**src/rtl/hz_pkg.sv**
```systemverilog
package hz_pkg;
  typedef enum logic [1:0] {
    BYP_RF  = 2'd0,
    BYP_ALU = 2'd1,
    BYP_MEM = 2'd2,
    BYP_WB  = 2'd3
  } byp_sel_e;

  localparam int unsigned N_LATE = 3;  // producer stages: ALU, MEM, WB
endpackage

```
**src/rtl/hz_src_match.sv**
```systemverilog
module hz_src_match
  import hz_pkg::*;
#(
  parameter int unsigned REG_W    = 5,
  parameter int unsigned ZERO_REG = 31
) (
  input  logic                              clk_i,
  input  logic                              rst_ni,
  input  logic [REG_W-1:0]                  src_i,
  input  logic [N_LATE-1:0][REG_W-1:0]      rd_i,   // 0 = ALU, 1 = MEM, 2 = WB
  input  logic [N_LATE-1:0]                 we_i,
  input  logic [N_LATE-2:0]                 ld_i,   // WB load needs no hold
  output byp_sel_e                          sel_o,
  output logic                              ld_hz_o
);
  localparam logic [REG_W-1:0] ZERO_IDX = REG_W'(ZERO_REG);

  logic [N_LATE-1:0] hit;

  for (genvar k = 0; k < N_LATE; k++) begin : g_hit
    assign hit[k] = we_i[k] && (rd_i[k] == src_i) && (src_i != ZERO_IDX);
  end

  // youngest producer wins
  always_comb begin
    sel_o   = BYP_RF;
    ld_hz_o = 1'b0;
    if (hit[0]) begin
      sel_o   = BYP_ALU;
      ld_hz_o = ld_i[0];
    end else if (hit[1]) begin
      sel_o   = BYP_MEM;
      ld_hz_o = ld_i[1];
    end else if (hit[2]) begin
      sel_o   = BYP_WB;
    end
  end

  AST_ZERO_SRC_FROM_RF: assert property (@(posedge clk_i) disable iff (!rst_ni)
    (src_i == ZERO_IDX) |-> (sel_o == BYP_RF && !ld_hz_o));
  AST_ALU_SEL_HAS_WRITER: assert property (@(posedge clk_i) disable iff (!rst_ni)
    (sel_o == BYP_ALU) |-> (we_i[0] && rd_i[0] == src_i));
  AST_MEM_SEL_ALU_CLEAR: assert property (@(posedge clk_i) disable iff (!rst_ni)
    (sel_o == BYP_MEM) |-> !(we_i[0] && rd_i[0] == src_i));
  AST_HAZARD_NOT_WB: assert property (@(posedge clk_i) disable iff (!rst_ni)
    ld_hz_o |-> (sel_o == BYP_ALU || sel_o == BYP_MEM));
endmodule

```
**src/rtl/hz_flow_ctl.sv**
```systemverilog
module hz_flow_ctl #(
  parameter int unsigned N_SRC = 2
) (
  input  logic             clk_i,
  input  logic             rst_ni,
  input  logic [N_SRC-1:0] ld_hz_i,
  input  logic             br_taken_i,
  output logic             stall_o,
  output logic             bubble_o,
  output logic             annul_o
);
  assign stall_o  = |ld_hz_i;
  assign bubble_o = stall_o;
  // branch operands are not valid while stalled
  assign annul_o  = br_taken_i && !stall_o;

  AST_STALL_OVER_ANNUL: assert property (@(posedge clk_i) disable iff (!rst_ni)
    !(stall_o && annul_o));
  AST_ANNUL_FROM_BRANCH: assert property (@(posedge clk_i) disable iff (!rst_ni)
    annul_o |-> br_taken_i);
  AST_STALL_FROM_SOURCE: assert property (@(posedge clk_i) disable iff (!rst_ni)
    (ld_hz_i != '0) |-> (stall_o && bubble_o));
endmodule

```
**src/rtl/hz_ctrl.sv**
```systemverilog
module hz_ctrl
  import hz_pkg::*;
#(
  parameter int unsigned REG_W    = 5,
  parameter int unsigned ZERO_REG = 31
) (
  input  logic             clk_i,
  input  logic             rst_ni,
  input  logic [REG_W-1:0] rs1_i,
  input  logic [REG_W-1:0] rs2_i,
  input  logic [REG_W-1:0] alu_rd_i,
  input  logic             alu_we_i,
  input  logic             alu_ld_i,
  input  logic [REG_W-1:0] mem_rd_i,
  input  logic             mem_we_i,
  input  logic             mem_ld_i,
  input  logic [REG_W-1:0] wb_rd_i,
  input  logic             wb_we_i,
  input  logic             br_taken_i,
  output logic [1:0]       byp1_o,
  output logic [1:0]       byp2_o,
  output logic             stall_o,
  output logic             bubble_o,
  output logic             annul_o
);
  localparam int unsigned N_SRC = 2;

  logic [N_LATE-1:0][REG_W-1:0] rd_v;
  logic [N_LATE-1:0]            we_v;
  logic [N_LATE-2:0]            ld_v;
  logic [N_SRC-1:0][REG_W-1:0]  src_v;
  byp_sel_e                     sel_v [N_SRC];
  logic [N_SRC-1:0]             hz_v;

  assign rd_v  = {wb_rd_i, mem_rd_i, alu_rd_i};
  assign we_v  = {wb_we_i, mem_we_i, alu_we_i};
  assign ld_v  = {mem_ld_i, alu_ld_i};
  assign src_v = {rs2_i, rs1_i};

  for (genvar g = 0; g < N_SRC; g++) begin : g_src
    hz_src_match #(
      .REG_W   (REG_W),
      .ZERO_REG(ZERO_REG)
    ) u_match (
      .clk_i  (clk_i),
      .rst_ni (rst_ni),
      .src_i  (src_v[g]),
      .rd_i   (rd_v),
      .we_i   (we_v),
      .ld_i   (ld_v),
      .sel_o  (sel_v[g]),
      .ld_hz_o(hz_v[g])
    );
  end

  assign byp1_o = sel_v[0];
  assign byp2_o = sel_v[1];

  hz_flow_ctl #(
    .N_SRC(N_SRC)
  ) u_flow (
    .clk_i     (clk_i),
    .rst_ni    (rst_ni),
    .ld_hz_i   (hz_v),
    .br_taken_i(br_taken_i),
    .stall_o   (stall_o),
    .bubble_o  (bubble_o),
    .annul_o   (annul_o)
  );

  AST_STALL_HAS_LOAD: assert property (@(posedge clk_i) disable iff (!rst_ni)
    stall_o |-> ((alu_we_i && alu_ld_i) || (mem_we_i && mem_ld_i)));
  AST_IDLE_ALU_NOT_SELECTED: assert property (@(posedge clk_i) disable iff (!rst_ni)
    !alu_we_i |-> (byp1_o != BYP_ALU && byp2_o != BYP_ALU));
  AST_WB_SEL_HAS_WRITER: assert property (@(posedge clk_i) disable iff (!rst_ni)
    (byp1_o == BYP_WB) |-> (wb_we_i && wb_rd_i == rs1_i));
endmodule

```
**config.mk**
```make
export PLATFORM = sky130hd
export DESIGN_NAME = hz_ctrl
export DESIGN_NICKNAME = d
export VERILOG_FILES = /design/src/rtl/hz_pkg.sv /design/src/rtl/hz_src_match.sv /design/src/rtl/hz_flow_ctl.sv /design/src/rtl/hz_ctrl.sv
export SDC_FILE = /design/constraint.sdc
export NUM_CORES = 1
export LEC_CHECK = 0
export BUFFER_PORTS_ARGS = -buffer_cell sky130_fd_sc_hd__buf_2
export CORE_AREA = 5 5 42 44
export DETAILED_ROUTE_END_ITERATION = 8
export DIE_AREA = 0 0 47 49
export PLACE_DENSITY_LB_ADDON = 0.15
export SLEW_MARGIN = 15
export SYNTH_ARGS = -nofsm -noshare
export SYNTH_HDL_FRONTEND = slang
export SYNTH_HIERARCHICAL = 1
export SYNTH_SLANG_ARGS = --single-unit
```
**constraint.sdc**
```tcl
create_clock -name vclk -period 3.55
set_input_delay 0.1775 -clock vclk [all_inputs]
set_output_delay 0.1775 -clock vclk [all_outputs]
set_load 0.01 [all_outputs]
```
==> run metrics <==
P per Cell Area 109.3 mW/mm²; Final min period 1794 ps; Area Growth Syn to Fin 37.94%; filler cell count in the final layout 155; total track usage 0.1186; first-pass GRT wire length 2201 µm; Initial Util 0.3812; endpoints failing hold 0; Max FO, Critical Path 4; multi-input logic area 526.8 µm²; crit path kind primary input to output port; die area 0.002303 mm²; sequential share of the synthesized area 0; initial antenna violation count 0; arrival time worst endpoint 1620 ps; Nets 135; final setup margin 1756 ps; CP startpoint kind primary input; fin cells 116; Congestion Overflow GR 0; number of global-route vias before repair 539; final weighted congestion in routability-driven placement 0.8267; post-layout util 0.5259; setup TNS 0 ps; Post-CTS Setup Bufs 0; post-placement cell area 737.0 µm²; Ys Warns 6; worst slack, placed 1731 ps; Synth Cell Area 534.3 µm²; pin count of the biggest net entering global routing 6; period utilization 0.5053; post_cts resized 0; CLK BUF 0; Die Wd 47 µm; CP Data Required Time 3370 ps; 1st-iter DRT viols 4; Slew headroom 0.8114; area of the core 0.001401 mm²; Min Hold Slack 695.9 ps; Syn Nets 96; final setup fails 0; overall routed net length 1348 µm; # rows 14; Placed Instances 116; Hold WC Path Type primary input to output port; fin. max-slew vios 0; fin area 737.0 µm²; PortBufs 38; most frequent cells in the layout 38 x buf_2, 22 x xnor2_1, 8 x xor2_1; DRC violations left 0; RSZ-0062 raised after global routing false; Max Clk Rate 557.4 MHz; Power, Total 0.08059 mW; Mean Syn Cell Area 8.480 µm²; TritonRoute pass-1 iters 4; Peak VDD IR 0.05127 mV; commonest non-fill, non-tap cell in the layout buf_2; Hold-fix buffers, CTS 0; # Max-Cap Violations 0; status finished, final reports clean; ANT cells 0; Netlist cell types 18; CP Capture Type output port; share of post-route cells with drive strength above 1 0.5000; DR WL/cell 11.62 µm; antenna-violating nets left 0; via count 572; Sequential cell area 0 µm²; synthesized netlist cell count 63; # IOs 40; Seq cells 0; die height 49 µm; via/cell ratio 4.931; worst slew pin tran 280.7 ps; Leak 0.3013 nW
==> worst paths after layout <==
| kind | start | endpoint | depth (start not counted) |
|---|---|---|---|
| worst min-delay path | br_taken_i | annul_o | 3 |
| worst max-delay path | rs2_i[4] | bubble_o | 7 |
==> power breakdown <==
group          switching (mW)  internal, mW  total (mW)  leakage (nW)
combinational          0.0401        0.0405      0.0806         0.301
sequential                  0             0           0             0
clock                       0             0           0             0
total                  0.0401        0.0405      0.0806         0.301
==> worst max-delay path, stage by stage <==
cell,delay (ps)
buf_2,140
xnor2_1,160
nand4_1,160
nor4_4,230
mux2_1,380
or2_1,240
buf_2,140
==> cells in the mapped netlist <==
cell type	count	area [µm²]
or4_4	2	22.52
a21oi_2	2	17.52
nor3_1	2	10.01
nand3_2	2	20.02
nand2_1	2	7.510
xor2_1	8	70.07
nand4_1	6	37.54
o21bai_1	2	15.01
nor3b_1	1	7.510
or3_1	2	12.51
nor4b_1	2	17.52
nand2_2	2	12.51
mux2_1	2	22.52
xnor2_1	22	192.7
or2_1	1	6.260
nor4_4	2	42.54
nor2_2	2	12.51
buf_4	1	7.510
==> cell families after synthesis <==
kind of cell,synth area share
XOR/XNOR,0.4918
multiplexers,0.04215
AND/OR/NAND/NOR,0.3911
buffers and inverters,0.01406
AO/OA/AOI/OAI,0.06089
==> per-layer routing <==
metal / global-route usage / wire [µm] / vias up
met3: 0.003690 / 122 / 0
met1: 0.1674 / 553 / 247
li1: - / - / 303
met2: 0.2059 / 672 / 22
met4: 0 / 0 / 0
met5: 0 / 0 / -
==> layout make-up <==
class                      count  area share
multi-input combinational     62      0.7148
timing repair buffer          38      0.2581
tap                           16     0.02716
Power figures use the tool's default switching activity.
